[src/rtl/fbscan_pkg.sv]
package fbscan_pkg;

    typedef enum logic {
        OP_CAPTURE = 1'b0,
        OP_SHIFT   = 1'b1
    } op_e;

    // Product over the selected state bits; an empty selection yields 1.
    function automatic logic and_term(input logic [31:0] st, input logic [31:0] sel);
        logic acc;
        acc = 1'b1;
        for (int j = 0; j < 32; j++) begin
            if (sel[j]) acc = acc & st[j];
        end
        return acc;
    endfunction

endpackage

[src/rtl/fbscan_feed.sv]
module fbscan_feed
    import fbscan_pkg::*;
#(
    parameter int        K    = 3,
    parameter int        IDX  = 0,
    parameter logic      EN   = 1'b0,
    parameter logic [K-1:0] MASK = '0,
    parameter logic      INV  = 1'b0
) (
    input  logic [K-1:0] state_i,
    input  logic         prev_i,
    output logic         d_o
);
    localparam logic         EN_EFF  = (IDX == 0) ? 1'b0 : EN;
    localparam logic [K-1:0] LOW_BITS = (K'(1) << IDX) - K'(1);
    localparam logic [K-1:0] SEL      = MASK & ~LOW_BITS;

    logic term;

    always_comb begin
        term = EN_EFF & and_term(32'(state_i), 32'(SEL));
        d_o  = prev_i ^ INV ^ term;
    end

endmodule

[src/rtl/fbscan_cell.sv]
module fbscan_cell (
    input  logic clk,
    input  logic rst,
    input  logic shift_i,
    input  logic pd_i,
    input  logic sd_i,
    output logic q_o
);
    always_ff @(posedge clk) begin
        if (rst)          q_o <= 1'b0;
        else if (shift_i) q_o <= sd_i;
        else              q_o <= pd_i;
    end
endmodule

[src/rtl/fbscan_segment.sv]
module fbscan_segment
    import fbscan_pkg::*;
#(
    parameter int           K         = 3,
    parameter logic [K-1:0] XOR_EN    = 3'b010,
    parameter logic [K*K-1:0] TERM_MASK = 9'b000_110_000,
    parameter logic [K:0]   INV_POS   = 4'b0000
) (
    input  logic         clk,
    input  logic         rst,
    input  logic         scan_en,
    input  logic         scan_in,
    output logic         scan_out,
    input  logic [K-1:0] par_in,
    output logic [K-1:0] par_out
);
    op_e          op;
    logic         shift_sel;
    logic [K-1:0] st;
    logic [K-1:0] src;
    logic [K-1:0] d_shift;

    always_comb begin
        op = scan_en ? OP_SHIFT : OP_CAPTURE;
        unique case (op)
            OP_SHIFT:   shift_sel = 1'b1;
            OP_CAPTURE: shift_sel = 1'b0;
            default:    shift_sel = 1'b0;
        endcase
    end

    assign src[0] = scan_in;

    for (genvar i = 0; i < K; i++) begin : g_stage
        if (i > 0) begin : g_src
            assign src[i] = st[i-1];
        end
        fbscan_feed #(
            .K(K), .IDX(i), .EN(XOR_EN[i]),
            .MASK(TERM_MASK[i*K +: K]), .INV(INV_POS[i])
        ) u_feed (
            .state_i(st), .prev_i(src[i]), .d_o(d_shift[i])
        );
        fbscan_cell u_cell (
            .clk(clk), .rst(rst), .shift_i(shift_sel),
            .pd_i(par_in[i]), .sd_i(d_shift[i]), .q_o(st[i])
        );
        if (i > 0 && !XOR_EN[i]) begin : g_plain
            AST_PLAIN_STAGE: assert property (@(posedge clk) disable iff (rst)
                scan_en |=> (st[i] == ($past(st[i-1]) ^ INV_POS[i])));
        end
    end

    always_comb begin
        scan_out = st[K-1] ^ INV_POS[K];
        par_out  = st;
    end

    AST_RESET_CLEARS: assert property (@(posedge clk)
        rst |=> (par_out == '0));
    AST_CAPTURE_LOAD: assert property (@(posedge clk) disable iff (rst)
        !scan_en |=> (par_out == $past(par_in)));
    AST_HEAD_STAGE: assert property (@(posedge clk) disable iff (rst)
        scan_en |=> (par_out[0] == ($past(scan_in) ^ INV_POS[0])));
    AST_OUT_TAIL: assert property (@(posedge clk) disable iff (rst)
        ($past(par_out[K-1]) == $past(scan_out) ^ INV_POS[K]));

endmodule

[config.mk]
export PLATFORM = sky130hd
export DESIGN_NAME = fbscan_segment
export DESIGN_NICKNAME = d
export VERILOG_FILES = /design/src/rtl/fbscan_pkg.sv /design/src/rtl/fbscan_feed.sv /design/src/rtl/fbscan_cell.sv /design/src/rtl/fbscan_segment.sv
export SDC_FILE = /design/constraint.sdc
export NUM_CORES = 1
export LEC_CHECK = 0
export BUFFER_PORTS_ARGS = -buffer_cell sky130_fd_sc_hd__buf_2
export CAP_MARGIN = 25
export CORE_AREA = 2 2 39 41
export CTS_BUF_LIST = sky130_fd_sc_hd__clkbuf_8
export DETAILED_ROUTE_END_ITERATION = 8
export DIE_AREA = 0 0 41 43
export SETUP_SLACK_MARGIN = 0.4
export SLEW_MARGIN = 25
export SYNTH_ARGS = -nofsm -noshare
export SYNTH_HDL_FRONTEND = slang
export SYNTH_SLANG_ARGS = --single-unit
[constraint.sdc]
create_clock -name clk -period 1.2 [get_ports clk]
set_clock_uncertainty 0.15 [all_clocks]
set_input_delay 0.12 -clock clk [delete_from_list [all_inputs] [get_ports clk]]
set_output_delay 0.12 -clock clk [all_outputs]
set_load 0.05 [all_outputs]
### Yosys cells after proc, flatten, opt, wreduce, memory -nomap -nowiden

Cells that the tools add are included.

* multiplexer cells: 5
* bitwise operators: 3

Operators by type and width (count)
* 1-bit two-way mux: 4
* 1-bit case mux with 2 select lines: 1
* 1-bit AND: 1
* 1-bit NOT: 1
* 1-bit bitwise XOR: 1

* register bits after elaboration: 3
* output and inout port bits: 4
* logic and storage cells: 11

### Longest topological paths before layout

Gate-level depths: netlist (run 1).

* depth after elaboration: 4
* depth in mapped cells: 2
* mapped depth without buffers: 2

### By module

Synthesis (run 1) repeated with hierarchy kept, for this count alone.

* cells, all modules: 14
* area total of the unflattened synthesis: 136.4 um^2

By module, submodules not included
* fbscan_cell: times used 3, cells an instance 3, area an instance 33.8 um^2
* fbscan_feed at g_stage[0].u_feed ...: times used 2, cells an instance 1, area an instance 7.5 um^2
* fbscan_feed at g_stage[1].u_feed: times used 1, cells an instance 2, area an instance 12.5 um^2
* fbscan_segment: times used 1, cells an instance 1, area an instance 7.5 um^2

### Worst setup path before layout (run 1)

Ideal clock, no wire load.

* kind: reg-to-reg
* start point: register g_stage[2].u_cell.q_o
* end point: register g_stage[1].u_cell.q_o
* data arrival time: 1016 ps
* data required time: 962 ps
* path slack: -54 ps
* cell stages (with the launch flop): 3
* buffers on the path: 0
* period minus slack after synthesis: 1254 ps
* cells stage by stage: dfxtp_1 nand3b_1 a311oi_2

* cells in the longest elaborated chain, start to end: 3

RTL lines
* from (decl): line fbscan_cell.sv:7 `output logic q_o`
* from (signal assigned): line fbscan_cell.sv:11 `else if (shift_i) q_o <= sd_i;`
* from (signal assigned): line fbscan_cell.sv:12 `else q_o <= pd_i;`
* 1-bit AND: line fbscan_pkg.sv:13 `if (sel[j]) acc = acc & st[j];`
* 1-bit bitwise XOR: line fbscan_feed.sv:22 `d_o = prev_i ^ INV ^ term;`
* 1-bit two-way mux: line fbscan_cell.sv:11
* to (signal assigned): line fbscan_cell.sv:11
* to (signal assigned): line fbscan_cell.sv:12
* to (decl): line fbscan_cell.sv:7

Every way passes these cells.
A chain may end at the register's enable or synchronous reset.

### Final worst setup path (run 1)

* start point: register g_stage[2].u_cell.q_o
* end point: output scan_out

RTL lines
* to (decl): line fbscan_segment.sv:13 `output logic scan_out,`

No word-level cell between the ends.

==> results of run 1 <==
-- kinds of logic after synthesis --
family / count (synthesis) / synth area share, %
buffers and inverters: 3 / 15.38
muxes: 2 / 13.68
DFF: 3 / 41.03
AOI/OAI and AO/OA: 2 / 17.09
and+or+nand+nor: 4 / 12.82
-- metrics by stage --
step	area (um^2)	instances	hold slack (ns)	setup slack [ns]
final	287.8	41	-0.04504	0.2059
after global routing	287.8	41	-0.03513	0.1639
after CTS	280.3	41	-0.04845	0.2006
after detailed placement	197.7	37	0.1765	0.2470
after global placement	197.7	37	0.1770	0.2767
after floorplan	153.9	14	0.03270	0.2011
-- layout make-up --
class	count	area, um^2
sequential	3	68.82
clock inverter	1	3.754
timing repair buffer	10	90.09
multi-input combinational	8	63.81
tap	16	20.02
fill	148	1096
clock buffer	3	41.29
-- timing repair --
| item | CTS | global route |
|---|---|---|
| pin swaps | 0 | 0 |
| endpoints found under the setup margin | 5 | 6 |
| hold endpoints to repair | 3 | 3 |
| resized for setup | 13 | 2 |
-- power breakdown --
group	leakage [nW]	switching [mW]	internal [mW]
clock network	0.0269	0.0645	0.218
registers	0.0264	0.00961	0.107
logic	0.0794	0.0458	0.0397
-- placed cells by master (no fill, tap or decap) --
master    instances
buf_2             6
buf_8             4
nor2_1            3
clkbuf_8          3
mux2i_1           2
dfxtp_4           2
nand3b_1          1
a21bo_1           1
a311oi_2          1
inv_1             1
dfxtp_2           1
-- routing by layer --
layer	share of wire [%]	GRT usage (%)	routed length, um
met2	40	6.250	143
met3	13	6.283	48
met4	0	2.000	0
met1	46	6.410	163
met5	0	0	0
-- worst paths after layout --
check                              from               endpoint
hold / removal                      rst  g_stage[1].u_cell.q_o
hold reg to reg   g_stage[1].u_cell.q_o  g_stage[2].u_cell.q_o
setup reg to reg  g_stage[2].u_cell.q_o  g_stage[1].u_cell.q_o
setup / recovery  g_stage[2].u_cell.q_o               scan_out
==> results.sh, run 1 <==
export IMPL_status="complete, but fails checks"
export IMPL_violations="negative hold slack"
export IMPL_synth_area_top_cells="dfxtp_1, buf_4, mux2i_1"
export IMPL_grt_usage_pct=5.517
export IMPL_critPathCaptureType="primary output"
export IMPL_largestRegisters="g_stage.u_cell.q_o (3)"
export IMPL_portBuffers=10
export IMPL_cts_tree="done"
export IMPL_synth_seq_cells=3
export IMPL_synth_area_per_cell_um2=10.46
export IMPL_fin_nets=33
export IMPL_ios=11
export IMPL_whs_ns=-0.04504
export IMPL_gp_congestion=0.6563
export IMPL_rsz0062_at_grt="yes"
export IMPL_ff2ff_path_depth=2
export IMPL_grt_max_degree=5
export IMPL_grt_pass1_wl_um=572
export IMPL_dieArea_um2=1763
export IMPL_cp_depth=1
export IMPL_core_um2=1384
export IMPL_hold_class="input port to flop"
export IMPL_cts_max_level=1
export IMPL_fin_util_pct=20.80
export IMPL_tightest_slew_ns=0.1934
export IMPL_regMostFlops="g_stage.u_cell.q_o"
export IMPL_async_flop_share_pct=0
export IMPL_drive_gt1_share_pct=68.00
export IMPL_remaining_drc_errors=0
export IMPL_post_cts_buffers=0
export IMPL_cts_made_buffers=3
export IMPL_irDropWorstVdd_mv=1.020
export IMPL_wire_per_inst_um=8.683
export IMPL_p_per_area_nw_per_um2=1683
export IMPL_critPathRequiredTime_ns=0.93
export IMPL_tns_ns=0
export IMPL_yosysSeqAreaShare_pct=41.03
export IMPL_fmax_ghz=1.006
export IMPL_start_kind="flop"
export IMPL_die_x_um=41
export IMPL_slowest_delay_ns=0.36
export IMPL_path_cells="buf_8"
export IMPL_cp_max_fo=4
export IMPL_period_needed_ns=0.9941
export IMPL_min_period_over_period_pct=82.84
export IMPL_drv_slew=0
export IMPL_leakage_nw=0.1327
export IMPL_cp_data_arrival_time_ns=0.72
export IMPL_drv_cap=0
export IMPL_netlist_area_um2=146.4
export IMPL_row_count=14
export IMPL_cts_sinks=3
export IMPL_viasPerCell=3.293
export IMPL_synth_cell_types=7
export IMPL_grt_overflow_total=0
export IMPL_max_slew_margin_pct=87.10
export IMPL_hold_path_depth=2
export IMPL_n_antenna_cell=0
export IMPL_synthCells=14
export IMPL_dr_total_vias=135
export IMPL_final_antenna_net_count=0
export IMPL_clock_tree_root_cell="clkbuf_8"
export IMPL_setup_worst_path_class="flop to primary output"
export IMPL_clockBufferDepth=2
export IMPL_clk_pin_slew_ns=0.03
export IMPL_yosysWarnings=0
export IMPL_synth_nets=21
export IMPL_total_power_uw=484.3
export IMPL_ys_flop_type="dfxtp_1"
export IMPL_drtIter0Drc=0
export IMPL_routed_wl_um=356
export IMPL_worst_r2r_setup_slack_ns=0.22
export IMPL_hold_violations=3
export IMPL_yosysTopAreaCellShare_pct=41.03
export IMPL_die_y_um=43
export IMPL_antenna_found_initial=0
export IMPL_crit_path_top_delay_cell="dfxtp_4"
export IMPL_synthTopCellsByCount="buf_4, dfxtp_1, nor2_1, mux2i_1"
export IMPL_setup_violations=0
export IMPL_syn2layout_area_growth_pct=96.58
export IMPL_dr_pass1_iters=1
export IMPL_path_buf_inv=1
export IMPL_floorplan_initialDensity_pct=10.58
export IMPL_synth_edff_count=0
export IMPL_clkLatencyLatePin_ns=0.22
export IMPL_path_delay_family="flip-flops"
export IMPL_yosys_area_top_type="dfxtp_1"
export IMPL_grt_pass1_vias=144
export IMPL_largest_reg_flops=3
(Power assumes the default switching activity.)
==> run 2, diff against run 1 <==
- ABC_AREA: unset -> 1
- clock period: 1.2 -> 0.8 ns (I/O delays scaled with it)
==> run 2 against run 1 <==
Compared with the run above:
- the flow finishes with violations (negative hold slack, negative setup slack)
- sequential share of layout area shrank 3.8 points
- largest power group unchanged
- flip-flop and latch count stayed put
- highest routed layer unchanged
- synthesized cell count up 43%
- design area increased by 19%
==> results.sh, run 2 <==
export IMPL_dr_pass1_iters=1
export IMPL_n_antenna_cell=0
export IMPL_fmax_ghz=1.050
export IMPL_cts_max_level=1
export IMPL_ios=11
export IMPL_row_count=14
export IMPL_clk_pin_slew_ns=0.03
export IMPL_drtIter0Drc=0
export IMPL_max_slew_margin_pct=91.74
export IMPL_dieArea_um2=1763
export IMPL_leakage_nw=0.1567
export IMPL_place_area_um2=211.5
export IMPL_gp_congestion=0.6447
export IMPL_crit_path_top_delay_cell="dfxtp_4"
export IMPL_fin_util_pct=24.68
export IMPL_clockBufferDepth=2
export IMPL_floorplan_initialDensity_pct=10.40
export IMPL_cts_made_buffers=3
export IMPL_grt_usage_pct=5.511
export IMPL_antenna_found_initial=0
export IMPL_yosysTopAreaCellShare_pct=41.74
export IMPL_synth_nets=27
export IMPL_setup_violations=5
export IMPL_synthCells=20
export IMPL_netlist_area_um2=143.9
export IMPL_die_x_um=41
export IMPL_start_kind="flop"
export IMPL_cp_max_fo=4
export IMPL_total_power_uw=752.1
export IMPL_synthTopCellsByCount="nand2_1, a21oi_1, buf_4, dfxtp_1, inv_1"
export IMPL_grt_overflow_total=0
export IMPL_clkLatencyLatePin_ns=0.21
export IMPL_fin_ws_ns=-0.1527
export IMPL_synth_area_per_cell_um2=7.194
export IMPL_drive_gt1_share_pct=71.88
export IMPL_critPathCaptureType="primary output"
export IMPL_syn2layout_area_growth_pct=137.4
export IMPL_cp_data_arrival_time_ns=0.72
export IMPL_grt_pass1_vias=135
export IMPL_synth_edff_count=0
export IMPL_irDropWorstVdd_mv=0.3763
export IMPL_grt_pass1_wl_um=524
export IMPL_remaining_drc_errors=0
export IMPL_hold_class="input port to flop"
export IMPL_cts_sinks=3
export IMPL_whs_ns=-0.08918
export IMPL_portBuffers=10
export IMPL_critPathRequiredTime_ns=0.57
export IMPL_rsz0062_at_grt="yes"
export IMPL_drv_slew=0
export IMPL_min_period_over_period_pct=119.1
export IMPL_period_needed_ns=0.9527
export IMPL_yosysSeqAreaShare_pct=41.74
export IMPL_synth_area_top_cells="dfxtp_1, nand2_1, buf_4"
export IMPL_path_buf_inv=1
export IMPL_final_area_um2=341.6
export IMPL_final_cell_mix="nand2_1, buf_2, buf_8, clkbuf_8"
export IMPL_tightest_slew_ns=0.1236
export IMPL_yosys_area_top_type="dfxtp_1"
export IMPL_drv_cap=0
export IMPL_yosysWarnings=0
export IMPL_regMostFlops="g_stage.u_cell.q_o"
export IMPL_synth_most_common_cell="nand2_1"
export IMPL_path_cells="buf_8"
export IMPL_cts_tree="done"
export IMPL_slowest_delay_ns=0.36
export IMPL_grt_max_degree=6
export IMPL_setup_worst_path_class="flop to primary output"
export IMPL_core_um2=1384
export IMPL_wire_per_inst_um=7.479
export IMPL_path_delay_family="flip-flops"
export IMPL_dr_total_vias=160
export IMPL_ys_flop_type="dfxtp_1"
export IMPL_clock_tree_root_cell="clkbuf_8"
export IMPL_synth_cell_types=7
export IMPL_async_flop_share_pct=0
export IMPL_final_antenna_net_count=0
export IMPL_hold_violations=3
export IMPL_synth_seq_cells=3
export IMPL_status="complete, but fails checks"
export IMPL_viasPerCell=3.333
export IMPL_fin_nets=40
export IMPL_routed_wl_um=359
export IMPL_largest_reg_flops=3
export IMPL_largestRegisters="g_stage.u_cell.q_o (3)"
export IMPL_p_per_area_nw_per_um2=2202
export IMPL_violations="negative hold slack, negative setup slack"
export IMPL_die_y_um=43
==> run 2: final timing paths <==
check	end	cells after the start	slack (ns)	startpoint
max	par_out[2]	1	-0.15	g_stage[2].u_cell.q_o
min	g_stage[2].u_cell.q_o	2	-0.09	rst
min reg2reg	g_stage[2].u_cell.q_o	2	0.35	g_stage[1].u_cell.q_o
max reg2reg	g_stage[1].u_cell.q_o	5	-0.09	g_stage[0].u_cell.q_o
==> run 2: worst register-to-register path, cell delays in order (launching register included) <==
cell     delay, ns
dfxtp_2       0.34
buf_6         0.10
inv_2         0.02
nand2_1       0.05
nand2_1       0.05
a21oi_1       0.10
==> run 2: repair_timing <==
action                                  CTS  global route
resized for setup                        17             7
endpoints found under the setup margin    7             7
hold endpoints to repair                  3             3
pin swaps                                 2             2
buffers inserted                          1             0
==> run 2: power by group <==
group / internal, mW / switching [mW] / total (mW)
clock network: 0.327 / 0.0987 / 0.425
registers: 0.160 / 0.0138 / 0.174
logic: 0.0731 / 0.0800 / 0.153
total: 0.560 / 0.193 / 0.752
==> run 2: logic make-up (layout without fill, tap and decap cells) <==
kind of cell	after synthesis	in the layout	synth area share (%)
AOI/OAI and AO/OA	4	4	15.65
buffers and inverters	5	17	20.87
DFF	3	3	41.74
and+or+nand+nor	8	8	21.74
==> run 2: stage by stage <==
| stage | hold WS [ns] | setup slack, ns | cells | TNS (ns) |
|---|---|---|---|---|
| finish | -0.08918 | -0.1527 | 48 | -0.6697 |
| floorplan | -0.01064 | -0.09375 | 20 | -0.1736 |
| global route | -0.08435 | -0.1803 | 48 | -0.8017 |
| CTS | -0.1045 | -0.1584 | 48 | -0.7017 |
| global placement | 0.1126 | -0.03593 | 43 | -0.06954 |
| detailed placement | 0.1132 | -0.05854 | 43 | -0.1208 |
==> run 2: layer usage <==
layer  vias up  GRT usage (%)  share of wire [%]  wire [um]
li1         85              -                  -          -
met5         -              0                  0          0
met4         0          10.00                  0          0
met2        11          5.000                 46        164
met1        64          5.751                 44        159
met3         0          3.141                 10         36
==> run 2: final cells by class <==
class / count / area, um^2
Clock buffer: 3 / 41.29
Tap cell: 16 / 20.02
Clock inverter: 1 / 3.754
Inverter: 2 / 20.02
Fill cell: 159 / 1042
Timing Repair Buffer: 11 / 116.4
Sequential cell: 3 / 68.82
Multi-Input combinational cell: 12 / 71.32
==> run 3, diff against run 2 <==
- PLACE_DENSITY: unset -> 0.43
==> run 3 against run 2 <==
Compared with the run above:
- flip-flop and latch count stayed put
- largest cell class unchanged
- non-clock buffer count stayed put
- sequential power hardly changed
- critical path type unchanged
- clock power hardly changed
- the run still ends with negative hold slack, negative setup slack left
==> results.sh, run 3 (synthesis gave the netlist of run 2 again) <==
export IMPL_tightest_slew_ns=0.1193
export IMPL_cp_max_fo=4
export IMPL_status="complete, but fails checks"
export IMPL_largest_reg_flops=3
export IMPL_cp_depth=1
export IMPL_drv_cap=0
export IMPL_cts_tree="done"
export IMPL_clockBufferDepth=2
export IMPL_routed_wl_um=354
export IMPL_grt_pass1_vias=166
export IMPL_clk_pin_slew_ns=0.03
export IMPL_syn2layout_area_growth_pct=137.4
export IMPL_clockPowerShare_pct=56.4
export IMPL_slowest_delay_ns=0.36
export IMPL_dieArea_um2=1763
export IMPL_p_per_area_nw_per_um2=2198
export IMPL_crit_path_top_delay_cell="dfxtp_4"
export IMPL_largestRegisters="g_stage.u_cell.q_o (3)"
export IMPL_violations="negative hold slack, negative setup slack"
export IMPL_setup_worst_path_class="flop to primary output"
export IMPL_final_cell_mix="nand2_1, buf_2, buf_8, clkbuf_8"
export IMPL_die_x_um=41
export IMPL_rsz0062_at_grt="yes"
export IMPL_grt_max_degree=6
export IMPL_clkLatencyLatePin_ns=0.21
export IMPL_switching_share_pct=25.43
export IMPL_setup_violations=6
export IMPL_wire_per_inst_um=7.375
export IMPL_place_ws_ns=-0.07986
export IMPL_drive_gt1_share_pct=68.75
export IMPL_p_seq_share_pct=23.1
export IMPL_p_comb_share_pct=20.5
export IMPL_cts_sinks=3
export IMPL_regMostFlops="g_stage.u_cell.q_o"
export IMPL_clock_tree_root_cell="clkbuf_8"
export IMPL_hold_class="input port to flop"
export IMPL_fin_ws_ns=-0.1515
export IMPL_place_area_um2=211.5
export IMPL_floorplan_initialDensity_pct=10.40
export IMPL_cts_made_buffers=3
export IMPL_core_um2=1384
export IMPL_period_needed_ns=0.9515
export IMPL_cts_max_level=1
export IMPL_viasPerCell=3.354
export IMPL_grt_overflow_total=0
export IMPL_p_int_uw=559.8
export IMPL_start_kind="flop"
export IMPL_fin_nets=40
export IMPL_remaining_drc_errors=0
export IMPL_dr_pass1_iters=1
export IMPL_portBuffers=10
export IMPL_fmax_ghz=1.051
export IMPL_critPathRequiredTime_ns=0.57
export IMPL_die_y_um=43
export IMPL_n_antenna_cell=0
export IMPL_whs_ns=-0.09422
export IMPL_gp_congestion=0.5730
export IMPL_row_count=14
export IMPL_path_cells="buf_8"
export IMPL_drv_slew=0
export IMPL_hold_violations=3
export IMPL_cp_data_arrival_time_ns=0.72
export IMPL_final_area_um2=341.6
export IMPL_max_slew_margin_pct=92.03
export IMPL_drtIter0Drc=0
export IMPL_min_period_over_period_pct=118.9
export IMPL_antenna_found_initial=0
export IMPL_grt_pass1_wl_um=607
export IMPL_irDropWorstVdd_mv=0.3628
export IMPL_p_sw_uw=190.9
export IMPL_path_delay_family="flip-flops"
export IMPL_hold_path_depth=2
export IMPL_leakage_nw=0.1570
export IMPL_dr_total_vias=161
export IMPL_ff2ff_path_depth=4
export IMPL_path_buf_inv=1
export IMPL_final_antenna_net_count=0
export IMPL_grt_usage_pct=6.018
export IMPL_critPathCaptureType="primary output"
export IMPL_ios=11
## run 3: cell counts in the layout (fill, tap and decap cells not counted)
No cell type changed its count.
## run 3: power groups by stage
stage	combinational, mW	sequential [mW]	clock, mW
after detailed placement	0.105	0.170	0
after global routing	0.164	0.175	0.454
final	0.154	0.173	0.424
after CTS	0.144	0.172	0.443
after global placement	0.105	0.170	0
after floorplan	0.0744	0.181	0
## run 3: layer usage
layer,share of wire (%),global-route usage (%),vias up
met5,0,0,-
met4,0,8.000,0
met3,8.2,4.712,0
met2,44,6.250,10
met1,47,6.090,66
li1,-,-,85
## run 3: path summary, 6_finish.rpt
kind / from / slack [ns] / to
setup / recovery: g_stage[2].u_cell.q_o / -0.15 / par_out[2]
hold / removal: rst / -0.09 / g_stage[2].u_cell.q_o
hold reg to reg: g_stage[1].u_cell.q_o / 0.43 / g_stage[2].u_cell.q_o
setup reg to reg: g_stage[2].u_cell.q_o / -0.10 / g_stage[1].u_cell.q_o
## run 3: cell type report
type	instances	area (um^2)
clock buffers	3	41.29
clock inverters	1	3.754
fillers	155	1042
inverters	2	20.02
multi-input cells	12	71.32
flip-flops and latches	3	68.82
well taps	16	20.02
repair buffers	11	116.4
## run 3: what timing repair did
action                                 in CTS  in global routing
setup buffers                               1                  0
setup endpoints to repair                   7                  7
endpoints found under the hold margin       3                  3
resized for setup                          19                  4
pin swaps                                   2                  2
## run 3: worst register-to-register path, stage by stage (launching register included)
cell and delay, ns:
dfxtp_4 0.36, nand2_1 0.06, nand2_1 0.06, nand2_1 0.06, a21oi_1 0.13
## run 3: metrics by stage
| step | power (mW) | TNS [ns] | instances | util [%] |
|---|---|---|---|---|
| finish | 0.7507 | -0.6829 | 48 | 24.68 |
| global route | 0.7927 | -0.8408 | 48 | 24.68 |
| CTS | 0.7594 | -0.6993 | 48 | 23.42 |
| floorplan | 0.2556 | -0.1736 | 20 | - |
| global placement | 0.2750 | -0.08375 | 43 | 15.28 |
| detailed placement | 0.2750 | -0.1673 | 43 | 15.28 |
